## src/rtl/ssm_pkg.sv

```systemverilog
`timescale 1ns/1ps
package ssm_pkg;

    typedef enum logic [1:0] {
        FMT_SPI   = 2'd0,
        FMT_DSP   = 2'd1,
        FMT_MWIRE = 2'd2
    } fmt_e;

    typedef enum logic [2:0] {
        ST_IDLE,
        ST_PULSE,
        ST_SEND,
        ST_TURN,
        ST_RECV,
        ST_DONE
    } eng_state_e;

    localparam int IRQ_TXLOW  = 0;
    localparam int IRQ_RXHIGH = 1;
    localparam int IRQ_TOUT   = 2;
    localparam int IRQ_OVR    = 3;
    localparam int NIRQ       = 4;

    function automatic fmt_e decode_fmt(input logic [1:0] code);
        unique case (code)
            2'd1:    return FMT_DSP;
            2'd2:    return FMT_MWIRE;
            default: return FMT_SPI;
        endcase
    endfunction

endpackage

```

## src/rtl/ssm_fifo.sv

```systemverilog
`timescale 1ns/1ps
module ssm_fifo #(
    parameter int W     = 16,
    parameter int DEPTH = 8
) (
    input  logic                       clk,
    input  logic                       rst_n,
    input  logic                       push,
    input  logic [W-1:0]               din,
    input  logic                       pop,
    output logic [W-1:0]               dout,
    output logic [$clog2(DEPTH):0]     level,
    output logic                       full,
    output logic                       empty
);
    localparam int AW = $clog2(DEPTH);

    logic [W-1:0] mem [DEPTH];
    logic [AW:0]  wp, rp;
    logic         push_ok, pop_ok;

    assign level   = wp - rp;
    assign full    = (level == (AW+1)'(DEPTH));
    assign empty   = (level == '0);
    assign push_ok = push && !full;
    assign pop_ok  = pop && !empty;
    assign dout    = mem[rp[AW-1:0]];

    always_ff @(posedge clk) begin
        if (push_ok) mem[wp[AW-1:0]] <= din;
    end

    always_ff @(posedge clk) begin
        if (!rst_n) begin
            wp <= '0;
            rp <= '0;
        end else begin
            if (push_ok) wp <= wp + 1'b1;
            if (pop_ok)  rp <= rp + 1'b1;
        end
    end

    a_r7_level_bound: assert property (@(posedge clk) disable iff (!rst_n)
        level <= (AW+1)'(DEPTH));

    a_r7_full_drops: assert property (@(posedge clk) disable iff (!rst_n)
        (full && push && !pop) |=> (level == (AW+1)'(DEPTH)));

endmodule

```

## src/rtl/ssm_engine.sv

```systemverilog
`timescale 1ns/1ps
module ssm_engine
    import ssm_pkg::*;
#(
    parameter int W    = 16,
    parameter int DIVW = 8,
    parameter int CMDW = 8,
    parameter int MINB = 4
) (
    input  logic                   clk,
    input  logic                   rst_n,
    input  logic [1:0]             cfg_fmt,
    input  logic [$clog2(W)-1:0]   cfg_size,
    input  logic [DIVW-1:0]        cfg_div,
    input  logic                   cfg_cpol,
    input  logic                   cfg_cpha,
    input  logic                   tx_valid,
    input  logic [W-1:0]           tx_word,
    output logic                   tx_pop,
    output logic                   rx_push,
    output logic [W-1:0]           rx_word,
    input  logic                   sin,
    output logic                   sclk,
    output logic                   sdo,
    output logic                   sfrm,
    output logic                   active
);
    localparam int SZW = $clog2(W);

    eng_state_e         st, st_nx;
    fmt_e               fmt_live, fmt_q;
    logic [SZW-1:0]     nb_live, nb_q, bitc;
    logic [DIVW-1:0]    hcnt, div_q;
    logic               ph, cpol_q, cpha_q;
    logic [W-1:0]       tx_sh, rx_sh;
    logic               in_bit, half_end, bit_end, rx_on, clk_act;

    assign fmt_live = decode_fmt(cfg_fmt);
    assign nb_live  = (cfg_size < SZW'(MINB-1)) ? SZW'(MINB-1) : cfg_size;
    assign in_bit   = (st == ST_PULSE) || (st == ST_SEND) ||
                      (st == ST_TURN)  || (st == ST_RECV);
    assign half_end = in_bit && (hcnt == div_q);
    assign bit_end  = half_end && ph;
    assign rx_on    = ((st == ST_SEND) && (fmt_q != FMT_MWIRE)) || (st == ST_RECV);
    assign tx_pop   = (st == ST_IDLE) && tx_valid;
    assign rx_push  = (st == ST_DONE);
    assign rx_word  = rx_sh;
    assign active   = (st != ST_IDLE);

    // state register
    always_ff @(posedge clk) begin
        if (!rst_n) st <= ST_IDLE;
        else        st <= st_nx;
    end

    // next-state logic
    always_comb begin
        st_nx = st;
        unique case (st)
            ST_IDLE:  if (tx_valid) st_nx = (fmt_live == FMT_DSP) ? ST_PULSE : ST_SEND;
            ST_PULSE: if (bit_end) st_nx = ST_SEND;
            ST_SEND:  if (bit_end && bitc == '0)
                          st_nx = (fmt_q == FMT_MWIRE) ? ST_TURN : ST_DONE;
            ST_TURN:  if (bit_end) st_nx = ST_RECV;
            ST_RECV:  if (bit_end && bitc == '0) st_nx = ST_DONE;
            ST_DONE:  st_nx = ST_IDLE;
            default:  st_nx = ST_IDLE;
        endcase
    end

    // datapath: divider, bit counter, shift registers, latched settings
    always_ff @(posedge clk) begin
        if (!rst_n) begin
            hcnt   <= '0;
            ph     <= 1'b0;
            bitc   <= '0;
            tx_sh  <= '0;
            rx_sh  <= '0;
            fmt_q  <= FMT_SPI;
            nb_q   <= SZW'(MINB-1);
            div_q  <= '0;
            cpol_q <= 1'b0;
            cpha_q <= 1'b0;
        end else if (st == ST_IDLE) begin
            hcnt <= '0;
            ph   <= 1'b0;
            if (tx_valid) begin
                tx_sh  <= tx_word;
                rx_sh  <= '0;
                fmt_q  <= fmt_live;
                nb_q   <= nb_live;
                div_q  <= cfg_div;
                cpol_q <= cfg_cpol;
                cpha_q <= cfg_cpha;
                bitc   <= (fmt_live == FMT_MWIRE) ? SZW'(CMDW-1) : nb_live;
            end
        end else if (in_bit) begin
            if (half_end) begin
                hcnt <= '0;
                ph   <= ~ph;
            end else begin
                hcnt <= hcnt + 1'b1;
            end
            if (half_end && !ph && rx_on)
                rx_sh <= {rx_sh[W-2:0], sin};
            if (bit_end) begin
                if (st == ST_TURN)
                    bitc <= nb_q;
                else if (((st == ST_SEND) || (st == ST_RECV)) && bitc != '0)
                    bitc <= bitc - 1'b1;
            end
        end
    end

    // clock level inside a bit, per format
    always_comb begin
        unique case (fmt_q)
            FMT_DSP:   clk_act = ~ph;
            FMT_MWIRE: clk_act = ph;
            default:   clk_act = cpol_q ^ (cpha_q ? ~ph : ph);
        endcase
    end

    // output process
    always_comb begin
        sclk = 1'b0;
        sdo  = 1'b0;
        sfrm = 1'b1;
        unique case (st)
            ST_IDLE: begin
                sclk = (fmt_live == FMT_SPI) && cfg_cpol;
                sfrm = (fmt_live != FMT_DSP);
            end
            ST_PULSE: begin
                sclk = clk_act;
                sfrm = 1'b1;
            end
            ST_SEND: begin
                sclk = clk_act;
                sdo  = tx_sh[bitc];
                sfrm = 1'b0;
            end
            ST_TURN, ST_RECV: begin
                sclk = clk_act;
                sfrm = 1'b0;
            end
            ST_DONE: begin
                sclk = (fmt_q == FMT_SPI) && cpol_q;
                sfrm = (fmt_q != FMT_DSP);
            end
            default: ;
        endcase
    end

    a_r8_half_bound: assert property (@(posedge clk) disable iff (!rst_n)
        in_bit |-> (hcnt <= div_q));

    a_r4_turn_to_recv: assert property (@(posedge clk) disable iff (!rst_n)
        (st == ST_TURN && bit_end) |=> (st == ST_RECV));

    a_r3_pulse_dsp_only: assert property (@(posedge clk) disable iff (!rst_n)
        (st == ST_PULSE) |-> (fmt_q == FMT_DSP));

    a_r4_recv_mwire_only: assert property (@(posedge clk) disable iff (!rst_n)
        (st == ST_RECV) |-> (fmt_q == FMT_MWIRE));

endmodule

```

## src/rtl/ssm_irq.sv

```systemverilog
`timescale 1ns/1ps
module ssm_irq
    import ssm_pkg::*;
#(
    parameter int DEPTH  = 8,
    parameter int DIVW   = 8,
    parameter int TOBITS = 32
) (
    input  logic                     clk,
    input  logic                     rst_n,
    input  logic [$clog2(DEPTH):0]   tx_level,
    input  logic [$clog2(DEPTH):0]   rx_level,
    input  logic                     rx_push,
    input  logic                     rx_pop,
    input  logic                     rx_full,
    input  logic [DIVW-1:0]          cfg_div,
    input  logic [NIRQ-1:0]          irq_en,
    input  logic                     ovr_clr,
    output logic [NIRQ-1:0]          irq,
    output logic                     irq_any
);
    localparam int LVLW = $clog2(DEPTH) + 1;
    localparam int SH   = $clog2(2*TOBITS);
    localparam int TW   = DIVW + SH + 1;

    logic [TW-1:0]   tcnt, lim;
    logic            ovr_q;
    logic [NIRQ-1:0] raw;

    assign lim = (TW'(cfg_div) + TW'(1)) << SH;

    always_ff @(posedge clk) begin
        if (!rst_n) begin
            tcnt  <= '0;
            ovr_q <= 1'b0;
        end else begin
            if (rx_level == '0 || rx_push || rx_pop) tcnt <= '0;
            else if (tcnt < lim)                     tcnt <= tcnt + 1'b1;
            if (rx_push && rx_full) ovr_q <= 1'b1;
            else if (ovr_clr)       ovr_q <= 1'b0;
        end
    end

    always_comb begin
        raw             = '0;
        raw[IRQ_TXLOW]  = (tx_level <= LVLW'(DEPTH/2));
        raw[IRQ_RXHIGH] = (rx_level >= LVLW'(DEPTH/2));
        raw[IRQ_TOUT]   = (rx_level != '0) && (tcnt >= lim);
        raw[IRQ_OVR]    = ovr_q;
    end

    assign irq     = raw & irq_en;
    assign irq_any = |irq;

    a_r11_ovr_sticky: assert property (@(posedge clk) disable iff (!rst_n)
        (raw[IRQ_OVR] && !ovr_clr) |=> raw[IRQ_OVR]);

    a_r10_tout_needs_data: assert property (@(posedge clk) disable iff (!rst_n)
        raw[IRQ_TOUT] |-> (rx_level != '0));

    a_r9_any_needs_enable: assert property (@(posedge clk) disable iff (!rst_n)
        irq_any |-> (irq_en != '0));

endmodule

```

## src/rtl/sync_serial_master.sv

```systemverilog
`timescale 1ns/1ps
module sync_serial_master
    import ssm_pkg::*;
#(
    parameter int W      = 16,
    parameter int DEPTH  = 8,
    parameter int DIVW   = 8,
    parameter int CMDW   = 8,
    parameter int MINB   = 4,
    parameter int TOBITS = 32
) (
    input  logic                   clk,
    input  logic                   rst_n,
    input  logic                   tx_wr,
    input  logic [W-1:0]           tx_wdata,
    input  logic                   rx_rd,
    output logic [W-1:0]           rx_rdata,
    input  logic [1:0]             cfg_fmt,
    input  logic [$clog2(W)-1:0]   cfg_size,
    input  logic [DIVW-1:0]        cfg_div,
    input  logic                   cfg_cpol,
    input  logic                   cfg_cpha,
    input  logic                   cfg_loop,
    input  logic [3:0]             cfg_irq_en,
    input  logic                   ovr_clr,
    output logic                   sclk,
    output logic                   sdo,
    output logic                   sfrm,
    input  logic                   sdi,
    output logic                   st_tx_empty,
    output logic                   st_tx_not_full,
    output logic                   st_rx_not_empty,
    output logic                   st_rx_full,
    output logic                   st_busy,
    output logic [3:0]             irq,
    output logic                   irq_any
);
    localparam int LVLW = $clog2(DEPTH) + 1;

    logic [W-1:0]    tx_head, rx_word;
    logic [LVLW-1:0] tx_level, rx_level;
    logic            tx_full, tx_empty, rx_full, rx_empty;
    logic            tx_pop, rx_push, eng_active, sdo_i, sin;

    assign sin = cfg_loop ? sdo_i : sdi;
    assign sdo = sdo_i;

    ssm_fifo #(.W(W), .DEPTH(DEPTH)) u_txq (
        .clk(clk), .rst_n(rst_n),
        .push(tx_wr), .din(tx_wdata),
        .pop(tx_pop), .dout(tx_head),
        .level(tx_level), .full(tx_full), .empty(tx_empty)
    );

    ssm_fifo #(.W(W), .DEPTH(DEPTH)) u_rxq (
        .clk(clk), .rst_n(rst_n),
        .push(rx_push), .din(rx_word),
        .pop(rx_rd), .dout(rx_rdata),
        .level(rx_level), .full(rx_full), .empty(rx_empty)
    );

    ssm_engine #(.W(W), .DIVW(DIVW), .CMDW(CMDW), .MINB(MINB)) u_eng (
        .clk(clk), .rst_n(rst_n),
        .cfg_fmt(cfg_fmt), .cfg_size(cfg_size), .cfg_div(cfg_div),
        .cfg_cpol(cfg_cpol), .cfg_cpha(cfg_cpha),
        .tx_valid(!tx_empty), .tx_word(tx_head), .tx_pop(tx_pop),
        .rx_push(rx_push), .rx_word(rx_word), .sin(sin),
        .sclk(sclk), .sdo(sdo_i), .sfrm(sfrm), .active(eng_active)
    );

    ssm_irq #(.DEPTH(DEPTH), .DIVW(DIVW), .TOBITS(TOBITS)) u_irq (
        .clk(clk), .rst_n(rst_n),
        .tx_level(tx_level), .rx_level(rx_level),
        .rx_push(rx_push), .rx_pop(rx_rd && !rx_empty), .rx_full(rx_full),
        .cfg_div(cfg_div), .irq_en(cfg_irq_en), .ovr_clr(ovr_clr),
        .irq(irq), .irq_any(irq_any)
    );

    assign st_tx_empty     = tx_empty;
    assign st_tx_not_full  = !tx_full;
    assign st_rx_not_empty = !rx_empty;
    assign st_rx_full      = rx_full;
    assign st_busy         = eng_active || !tx_empty;

    a_r12_pending_starts: assert property (@(posedge clk) disable iff (!rst_n)
        (!tx_empty && !eng_active) |=> eng_active);

    a_r11_push_full_keeps_level: assert property (@(posedge clk) disable iff (!rst_n)
        (rx_push && rx_full && !rx_rd) |=> st_rx_full);

endmodule

```

## config.mk

```make
export PLATFORM = sky130hd
export DESIGN_NAME = sync_serial_master
export DESIGN_NICKNAME = d
export VERILOG_FILES = /design/src/rtl/ssm_pkg.sv /design/src/rtl/ssm_fifo.sv /design/src/rtl/ssm_engine.sv /design/src/rtl/ssm_irq.sv /design/src/rtl/sync_serial_master.sv
export SDC_FILE = /design/constraint.sdc
export NUM_CORES = 1
export LEC_CHECK = 0
export ABC_AREA = 1
export ABC_CLOCK_PERIOD_IN_PS = 3840
export BUFFER_PORTS_ARGS = -buffer_cell sky130_fd_sc_hd__buf_2
export CAP_MARGIN = 20
export CORE_ASPECT_RATIO = 0.75
export CORE_UTILIZATION = 48
export CTS_CLUSTER_DIAMETER = 200
export DETAILED_ROUTE_END_ITERATION = 8
export PLACE_DENSITY = 0.65
export SETUP_SLACK_MARGIN = 0.3
export SLEW_MARGIN = 20
export SYNTH_ARGS = -nofsm -noshare
export SYNTH_HDL_FRONTEND = slang
export SYNTH_SLANG_ARGS = --single-unit
```

## constraint.sdc

```tcl
create_clock -name clk -period 3.84 [get_ports clk]
set_input_delay 0 -clock clk [delete_from_list [all_inputs] [get_ports clk]]
set_output_delay 0 -clock clk [all_outputs]
set_load 0.03 [all_outputs]
```

After elaboration in Yosys (flattened, before gate mapping)

Memories as Yosys holds them, arrays and structs flattened. A register that Yosys moved wholly into a read port is not among the register bits.
Cells that the tools add are included.

Add/sub/neg operators: 10
$lt $le $gt $ge: 6
Equality and inequality tests: 22
Mux-type cells: 38
Bitwise gates (word level): 5
Reduce and logical (&&, ||, !) cells: 54

Operators with widths:

| cell                                                                     | number |
|---|---|
| 16-bit 2-to-1 mux                                                        | 4 |
| 4-bit 2-to-1 mux                                                         | 8 |
| 3-bit 2-to-1 mux                                                         | 8 |
| 4-bit by 1-bit adder with 4-bit output (second input constant)           | 4 |
| 1-bit logical AND                                                        | 16 |
| 15-bit by 1-bit adder with 15-bit output (second input constant)         | 1 |
| 15-bit >= comparator                                                     | 1 |
| 15-bit less-than comparator                                              | 1 |
| 3-bit one-hot mux with 5 select lines                                    | 1 |
| 4-bit zero test                                                          | 3 |
| 1-bit 2-to-1 mux                                                         | 10 |
| 8-bit by 1-bit adder with 9-bit output (second input constant)           | 1 |
| 8-bit by 1-bit adder with 8-bit output (second input constant)           | 1 |
| 4-bit equality test (second input constant)                              | 2 |
| 8-bit equality test                                                      | 1 |
| 1-bit logical OR                                                         | 8 |
| 8-bit 2-to-1 mux                                                         | 1 |
| 2-bit by 1-bit inequality test with 1-bit output (second input constant) | 4 |
| 2-bit inequality test (second input constant)                            | 4 |
| 2-bit nonzero test                                                       | 4 |
| 4-bit nonzero test                                                       | 2 |
| 4-bit OR reduction                                                       | 2 |
| 4-bit subtractor                                                         | 2 |
| 2-bit by 1-bit equality test with 1-bit output (second input constant)   | 3 |
| other kinds (27)                                                         | 43 |

Flip-flop bits (word level): 80
Memory bits (writable): 256
Input port bits: 43
Memories: 2

Memories:

| name      | words | width | rd ports | clocked after Yosys merged registers in | write ports | RTL line       | RTL |
|---|---|---|---|---|---|---|---|
| u_rxq.mem | 8     | 16    | 1        | 1                                       | 1           | ssm_fifo.sv:18 | `logic [W-1:0] mem [DEPTH];` |
| u_txq.mem | 8     | 16    | 1        | 1                                       | 1           | ssm_fifo.sv:18 |  |

Longest topological paths before layout

Gate-level depths: netlist (run 1).

Word-level depth: 10
Mapped depth: 16
Gate-level depth less buffers: 15

Modules after synthesis

Synthesis (run 1) repeated with hierarchy kept, for this count alone.

Cell total of the unflattened synthesis: 1,656
Area, all modules: 16,052.9 um2

By module, submodules not included:

| module             | times used | cells an instance | area each (um2) |
|---|---|---|---|
| ssm_fifo           | 2          | 488               | 5,671.7 |
| ssm_engine         | 1          | 450               | 3,204.3 |
| ssm_irq            | 1          | 219               | 1,463.9 |
| sync_serial_master | 1          | 11                | 41.3 |

Worst setup path after synthesis (run 1)

No wires, ideal clock.

Path type: register to register
From: register u_txq.rp[2]
To: memory u_txq.mem[6][0], enable pin
Data arrival time: 3.402 ns
Setup slack: 0.028 ns
Cell stages (with the launch flop): 14
Cell sequence: dfxtp_1 buf_2 clkinv_1 clkbuf_1 ha_1 a21oi_1 nand3_1 nand2_1 inv_1 nand2_1 nand2_1 inv_1 nand2_1 nor3_1

Longest elaborated chain between the ends: 6

RTL lines:

| item                                   | RTL line                 | RTL |
|---|---|---|
| from (decl)                            | ssm_fifo.sv:19           | `logic [AW:0] wp, rp;` |
| from (signal assigned)                 | ssm_fifo.sv:39           | `if (pop_ok) rp <= rp + 1'b1;` |
| 4-bit subtractor                       | ssm_fifo.sv:22           | `assign level = wp - rp;` |
| 4-bit equality test                    | ssm_fifo.sv:23           | `assign full = (level == (AW+1)'(DEPTH));` |
| 1-bit zero test                        | --                       |  |
| named net st_tx_not_full               | sync_serial_master.sv:31 | `output logic st_tx_not_full,` |
| 1-bit logical AND                      | ssm_fifo.sv:25           | `assign push_ok = push && !full;` |
| 1-bit 2-to-1 mux                       | ssm_fifo.sv:30           | `if (push_ok) mem[wp[AW-1:0]] <= din;` |
| 1-bit 2-to-1 mux (implied by the code) | ssm_fifo.sv:30           |  |
| to (decl)                              | ssm_fifo.sv:18           |  |

The timed path passes the listed nets, and every way through them passes these cells.

Final worst setup path (run 1)

From: register u_txq.rp[2]
To: register u_eng.cpol_q

Longest elaborated chain between the ends: 4

RTL lines:

| item                                 | RTL line         | RTL |
|---|---|---|
| 4-bit subtractor                     | ssm_fifo.sv:22   |  |
| 4-bit zero test                      | ssm_fifo.sv:24   | `assign empty = (level == '0);` |
| 1-bit inverter (no source line)      | --               |  |
| 2-bit AND reduction (no source line) | --               |  |
| to (signal assigned)                 | ssm_engine.sv:93 | `cpol_q <= cfg_cpol;` |
| to (decl)                            | ssm_engine.sv:34 | `logic ph, cpol_q, cpha_q;` |

Every way passes these cells.
A chain may end at the register's enable or synchronous reset.

==> run summary, run 1 <==
================================================================================
CP required                                                              4320 ps
# port buffers                                                                71
Number of design rule violations left after detail routing                     0
TritonCTS clock tree                                                       built
Final-report hold violation count                                              0
Kind of start point of the critical path                                    flop
List of cells traversed by the critical path                        clkinv_1, ha_1, inv_1, nand3_1, a21oi_1, nand2_1, nand2_2, buf_4, nand2_1, a21oi_1, dlygate4sd3_1
WL per Instance                                                          17.5 um
Total nets after synthesis                                                  1632
Critical path class                                                   reg -> reg
Total overflow reported by the global router                                   0
Final wirelength                                                        37000 um
Number of unique standard cell types used by synthesis                        42
Synth Flop Type                                                         edfxtp_1
Post-CTS setup buffer count                                                    0
Clk_skew                                                                 26.1 ps
Overall fraction of global-route tracks in use                             0.225
# fillers                                                                   2663
GR met1 Demand/Resource                                                    0.353
Tcrit/Tclk final                                                           0.784
Run status                                                          finished, final reports clean
Placement row count                                                           56
Post-DP Area                                                          0.0163 mm2
Count of inserted antenna diode cells                                          0
Antenna Violating Nets Remaining                                               0
CP peak stage delay                                                       580 ps
Max Transition Viols Final                                                     0
Area occupied by registers                                           0.00967 mm2
Largest cells by area after synthesis                               edfxtp_1, dfxtp_1, nor2_1
DR pass1 iterations                                                            5
RSZ-0062 raised after global routing                                          no
Area of combinational cells with multiple inputs                     0.00516 mm2
First-pass GRT wire length                                              57400 um
Layout cell share with drive strength beyond 1                             0.109
Detail-routed via count per cell                                            5.42
IR drop worst, VDD                                                      0.425 mV
Synth Warn #                                                                   0
Number of violations of the max-capacitance limit                              0
Via total after detailed routing                                           11400
CTS buffer count                                                              36
Starting density of the core                                               0.492
Number of nets at the end of the flow                                       1748
Number of ports placed on the die boundary                                    72
Area of the core                                                      0.0315 mm2
Fraction of registers with async set/reset                                     0
Clock sink total                                                             355
FF+latch count, synth                                                        355
Longest Clk Path Bufs                                                          3
Deepest level of the CTS H-tree                                                2
Hold crit path type                                                    in -> reg
CP endpoint kind                                                            flop
Slew at the pin with the worst max-slew slack                             850 ps
Top-area cell type share of the netlist area                               0.497
Worst-path maximum fanout                                                     32
Largest net degree at the start of global routing                             68
Layout Area Growth over Synthesis                                          15.8%
Chip width                                                                209 um
Critical path arrival                                                    3490 ps
Violation count after the first detailed-route iteration                    1063
Final min period                                                         3010 ps
Headroom to the max-slew limit                                             0.431
Total non-filler cell area in the finished layout                     0.0179 mm2
Power density normalized to cell area                                 677 mW/mm2
CTS Root Cell                                                          clkbuf_16
Reported leakage power                                                0.00672 uW
Sequential area share after synthesis                                      0.625
Clk_lat worst skew                                                        540 ps
Die Height                                                                158 um
Synthesized area per cell                                               9.92 um2
Pre-CTS setup slack                                                       946 ps
Number of antenna violations at the first check in global routing              0
Clk slew on worst S/H paths                                                70 ps
DP HPWL                                                                 22800 um
Aggregate negative setup slack                                              0 ps
Routability congestion estimate                                            0.875
Post-Syn Instances                                                          1560
Worst-case setup margin in the final layout                               830 ps
Standard cell with the maximum stage delay on the critical path     dlygate4sd3_1
Post-synth EDFFs                                                             256
Post-route core utilization                                                0.570
Met2 global-route usage                                                    0.320
Synthesized area                                                      0.0155 mm2
Number of endpoints failing setup at the final stage                           0
Achievable clock frequency                                               332 MHz
Met3 track utilization from global routing                                0.0379
Leading area contributor after synthesis                                edfxtp_1
Via count of the first global-routing pass                                 10300
Routing layer with the top usage in global route                            met1
Die area                                                              0.0330 mm2
================================================================================
-- kinds of logic (layout without fill, tap and decap cells) --
kind of cell / count (synthesis) / in the layout / share of synthesized area
AND/OR/NAND/NOR: 644 / 644 / 0.171
AO/OA/AOI/OAI: 334 / 334 / 0.120
adder cells (fa/ha/maj): 29 / 29 / 0.0234
XOR/XNOR: 31 / 31 / 0.0175
buffers and inverters: 167 / 311 / 0.0432
flip-flops: 355 / 355 / 0.625
-- sequential cells by signal (all words and copies together) (netlist names), named ones only --
signal	flops
u_rxq.mem	128
u_txq.mem	128
u_eng.rx_word	16
u_eng.tx_sh	16
u_irq.tcnt	15
u_eng.div_q	8
u_eng.hcnt	8
u_eng.bitc	4
u_eng.nb_q	4
u_rxq.rp	4
u_rxq.wp	4
u_txq.rp	4
u_txq.wp	4
u_eng.st	3
u_eng.fmt_q	2
u_eng.cpha_q	1
u_eng.cpol_q	1
u_eng.ph	1
u_irq.ovr_q	1
-- timing repair --
action / in CTS / in global routing
gates resized for setup: 0 / 1
endpoints found under the hold margin: 160 / 0
hold buffers: 41 / 0
setup endpoints to repair: 0 / 1
-- per-layer routing --
layer,vias up,part of all wire
met4,0,0.014
met3,35,0.065
met1,5452,0.51
met2,324,0.41
met5,-,0
li1,5621,-
-- metrics by stage --
step                hold WS [ps]  total power, uW  instances
floorplan                   98.9             7490       1560
global placement             260             8530       2003
detailed placement           261             8590       2003
CTS                          144            12200       2110
global route                 219            12800       2110
finish                       178            12100       2110
-- cell usage after synthesis (2+ instances only) --
library cell,number
o211ai_1,3
buf_2,15
buf_6,2
buf_4,2
dfxtp_1,99
a31oi_1,16
o22ai_1,33
nand2_2,8
xnor2_1,15
nor3b_1,2
o21ai_0,166
clkinv_1,4
o21bai_1,3
buf_1,2
edfxtp_1,256
a211oi_1,17
nor2_4,5
nand3b_1,3
nor4_1,3
nand2_1,255
xor2_1,16
a21oi_1,74
inv_1,92
ha_1,29
nor3_1,12
nor2_1,283
o21a_1,17
clkbuf_1,46
inv_2,4
nand4_1,15
nand3_1,52
-- final cells by class --
type                    count  area share
clock buffers              49      0.0576
repair buffers            145      0.0565
multi-input cells        1038       0.288
well taps                 406      0.0283
clock inverters            17     0.00922
flip-flops and latches    355       0.540
inverters                 100      0.0209
-- cells in the final DEF, fill, tap and decap left out, types with 3 or more instances in the layout --
master	synthesis	routed
bufinv_16	0	3
dfxtp_1	99	97
a21oi_1	74	74
o21ai_0	166	166
o21bai_1	3	3
clkinv_2	0	4
buf_2	15	71
nand2_1	255	255
ha_1	29	29
nor4_1	3	3
inv_1	92	91
xor2_1	16	16
clkbuf_1	46	7
nand3b_1	3	3
buf_4	2	33
nand2_2	8	8
nor2_1	283	282
nand3_1	52	51
a31oi_1	16	16
inv_2	4	4
clkbuf_16	0	38
dlygate4sd3_1	0	41
o21a_1	17	17
o22ai_1	33	33
nand4_1	15	15
xnor2_1	15	15
a211oi_1	17	17
edfxtp_1	256	256
clkinv_1	4	11
nor3_1	12	11
clkbuf_8	0	4
o211ai_1	3	3
nor2_4	5	5
-- worst paths after layout --
check	from	to	slack [ps]	depth (start not counted)
min	cfg_fmt[1]	u_eng.bitc[3]	180	7
min reg2reg	u_eng.hcnt[7]	u_eng.hcnt[7]	470	2
max	u_txq.rp[2]	u_eng.cpol_q	830	11
max reg2reg	u_txq.rp[2]	u_eng.cpol_q	830	11
-- where the power goes --
group          switching (uW)  total [uW]  internal, uW  leakage [uW]
clock network            1450        3550          2090      0.000582
registers                 202        4630          4430       0.00313
logic                    2800        3960          1160       0.00301
-- critical path, delay by kind of cell, from the launching register on --
family | cells | cell delay (ps)
DFF | 1 | 330
AOI/OAI and AO/OA | 2 | 420
and+or+nand+nor | 4 | 680
buffers and inverters | 4 | 1160
adders and majority gates | 1 | 340
Note: power is estimated with default switching activity, not from simulation.
==> run 2: changes to the inputs <==
Settings changed: ABC_AREA 1 to 0, ABC_CLOCK_PERIOD_IN_PS 3840 to 2600, PLACE_DENSITY 0.65 to 0.67.
Clock period 3.84 ns to 2.6 ns, I/O delays scaled along.
==> run 2 against run 1 <==
  * The flow now finishes with violations (negative setup slack)
  * Clock power up 37%
  * Synthesized cell count shrank 35%
  * Hold slack improved by 110 ps
  * Sequential cell count is the same
  * Global-route usage decreased by 1.3 points
  * Setup slack got worse by 1100 ps
  * Final cell count shrank 23%
  * First-iteration DRC count is 22% lower
  * Critical endpoint is now irq_any
==> run summary, run 2 <==
================================================================================
DR pass1 iterations                                                            5   unchanged
Worst-case setup margin in the final layout                              -265 ps   -1100 ps
Synthesized area                                                      0.0148 mm2   -4.7%
Post-Syn Instances                                                          1013   -35%
Clk slew on worst S/H paths                                                60 ps   about the same
Achievable clock frequency                                               349 MHz
Clk_lat worst skew                                                        510 ps   -30 ps
Number of antenna violations at the first check in global routing              2   +2
First-pass GRT wire length                                              51100 um   -11%
# port buffers                                                                71   unchanged
Most common cell after layout, fill and taps aside                      edfxtp_1
Number of unique standard cell types used by synthesis                        58   +38%
Number of nets at the end of the flow                                       1272   -27%
Violations in the final reports                                     negative setup slack
Sequential area share after synthesis                                      0.656   +0.0309
WL per Instance                                                          20.5 um   +17%
# fillers                                                                   2188   -18%
Number of endpoints failing setup at the final stage                         114   +114
Standard cell with the maximum stage delay on the critical path            or4_4
List of cells traversed by the critical path                        inv_2, ha_4, nor2b_4, o21a_1, or3_4, a211o_4, o211a_4, or4_4, buf_6
FF+latch count, synth                                                        355   unchanged
Violation count after the first detailed-route iteration                     825   -22%
RSZ-0062 raised after global routing                                         yes
Reported leakage power                                                0.00625 uW   -7.1%
Slew at the pin with the worst max-slew slack                             745 ps   -105 ps
Kind of start point of the critical path                                    flop
Die Height                                                                154 um   -2.4%
CP peak stage delay                                                       410 ps   -170 ps
Power density normalized to cell area                                 964 mW/mm2   +42%
Longest Clk Path Bufs                                                          3   unchanged
Headroom to the max-slew limit                                             0.503   +0.0717
Most used standard cell by instance count after synthesis               edfxtp_1
Routability congestion estimate                                            0.805   -8.0%
Area of the core                                                      0.0302 mm2   -4.0%
Final min period                                                         2870 ps
CP required                                                              2600 ps   -1720 ps
Starting density of the core                                               0.488   -0.00383
Synth Flop Type                                                         edfxtp_1
Leading area contributor after synthesis                                edfxtp_1
Run status                                                          finished with violations
Total nets after synthesis                                                  1085   -34%
TritonCTS clock tree                                                       built
Tcrit/Tclk final                                                            1.10
Detail-routed via count per cell                                            5.60   +3.3%
Fraction of registers with async set/reset                                     0   unchanged
Number of ports placed on the die boundary                                    72   unchanged
Placement row count                                                           55   -1.8%
Post-DP Area                                                          0.0163 mm2   about the same
Clk_skew                                                                 12.0 ps   -14.1 ps
Leading cell types by count after synthesis                         edfxtp_1, nand2_1, dfxtp_1
IR drop worst, VDD                                                      0.660 mV   +55%
Worst-path maximum fanout                                                      4   -88%
Largest net degree at the start of global routing                             39   -43%
Final-report hold violation count                                              0   unchanged
Final wirelength                                                        33200 um   -10%
Chip width                                                                204 um   -2.4%
Post-synth EDFFs                                                             256   unchanged
Layout cell share with drive strength beyond 1                             0.315   +0.206
Number of violations of the max-capacitance limit                              0   unchanged
Via count of the first global-routing pass                                  8900   -14%
CTS Root Cell                                                          clkbuf_16
Synthesized area per cell                                               14.6 um2   +47%
Critical path class                                                   reg -> out
Top-area cell type share of the netlist area                               0.521   +0.0246
Deepest level of the CTS H-tree                                                2   unchanged
CTS buffer count                                                              35   -2.8%
Hold crit path type                                                    in -> reg
Largest cells by area after synthesis                               edfxtp_1, dfxtp_1, mux4_2
DP HPWL                                                                 19000 um   -17%
Critical path arrival                                                    2870 ps   -620 ps
Non-filler instance count after layout                                      1625   -23%
Max Transition Viols Final                                                     0   unchanged
Total non-filler cell area in the finished layout                     0.0186 mm2   +3.8%
DP Cell Count                                                               1481   -26%
Clock sink total                                                             355   unchanged
Synth Warn #                                                                   0   unchanged
CP endpoint kind                                                    primary output
Total overflow reported by the global router                                   0   unchanged
Overall fraction of global-route tracks in use                             0.212   -0.0131
Antenna Violating Nets Remaining                                               0   unchanged
Most frequent cells in the layout                                   edfxtp_1, nand2_1, dfxtp_1
Layout Area Growth over Synthesis                                          26.2%
Via total after detailed routing                                            9093   -20%
Die area                                                              0.0314 mm2   -4.7%
Number of design rule violations left after detail routing                     0   unchanged
================================================================================
==> run 2: where the power goes <==
part	internal, uW	switching [uW]	total (uW)
Combinational	2820	3400	6220
Sequential	6560	322	6880
Clock	2790	2060	4850
==> run 2: metrics by stage <==
| stage | power [uW] | setup TNS (ps) | setup WS [ps] | hold slack [ps] | util |
|---|---|---|---|---|---|
| 3_5_place_dp | 11900 | 0 | 24.0 | 257 | 0.540 |
| 4_1_cts | 17200 | -4350 | -302 | 268 | 0.603 |
| 6_report | 17900 | -15230 | -265 | 284 | 0.616 |
| 3_3_place_gp | 11800 | 0 | 86.9 | 247 | 0.540 |
| 5_1_grt | 18800 | -24930 | -352 | 296 | 0.616 |
| 2_1_floorplan | 10500 | -1960 | -43.5 | 98.9 | - |
==> run 2: layout make-up <==
| class | count | area, um2 | share of cell area |
|---|---|---|---|
| Antenna cell | 2 | 5.00 | 0.000269 |
| Clock buffer | 45 | 953 | 0.0512 |
| Clock inverter | 16 | 133 | 0.00713 |
| Inverter | 23 | 98.8 | 0.00531 |
| Multi-Input combinational cell | 586 | 5290 | 0.284 |
| Sequential cell | 355 | 9690 | 0.521 |
| Tap cell | 399 | 499 | 0.0268 |
| Timing Repair Buffer | 199 | 1940 | 0.104 |
==> run 2: worst max-delay path: cells and delay by family (launching register included) <==
family          cells  cell delay, ps
compound gates      3             680
simple gates        3             890
buf+inv             2             200
flops               1             360
fa+ha+maj           1             230
==> run 2: cells by family after synthesis <==
kind of cell	share of synthesized area
DFF	0.656
and+or+nand+nor	0.0942
AOI/OAI and AO/OA	0.0562
muxes	0.123
buffers and inverters	0.0198
xor gates and xnor gates	0.0267
adders and majority gates	0.0246
==> run 2: what timing repair did <==
item,4_1_cts,5_1_grt
gates resized for setup,54,45
hold endpoints to repair,161,0
hold buffers,38,0
pin swaps,11,23
buffers inserted,19,15
cloned,4,5
setup endpoints to repair,173,291
==> run 2: path summary, 6_finish.rpt <==
check / from / to / slack (ps) / cells past startpoint
worst max register to register: u_rxq.rp[1] / u_rxq.mem[3][7] / -240 / 14
worst min-delay path: cfg_cpha / u_eng.cpha_q / 280 / 4
worst max-delay path: u_rxq.rp[1] / irq_any / -270 / 9
worst min register to register: u_eng.nb_q[3] / u_eng.nb_q[3] / 460 / 2
==> run 2: routing by layer <==
metal  wire [um]  vias to the layer above  share of wire  global-route usage
li1            -                     4243              -                   -
met1       15900                     4553           0.48               0.324
met2       15000                      244           0.45               0.313
met3        1600                       53          0.048              0.0331
met4         655                        0          0.020              0.0583
met5           0                        -              0                   0
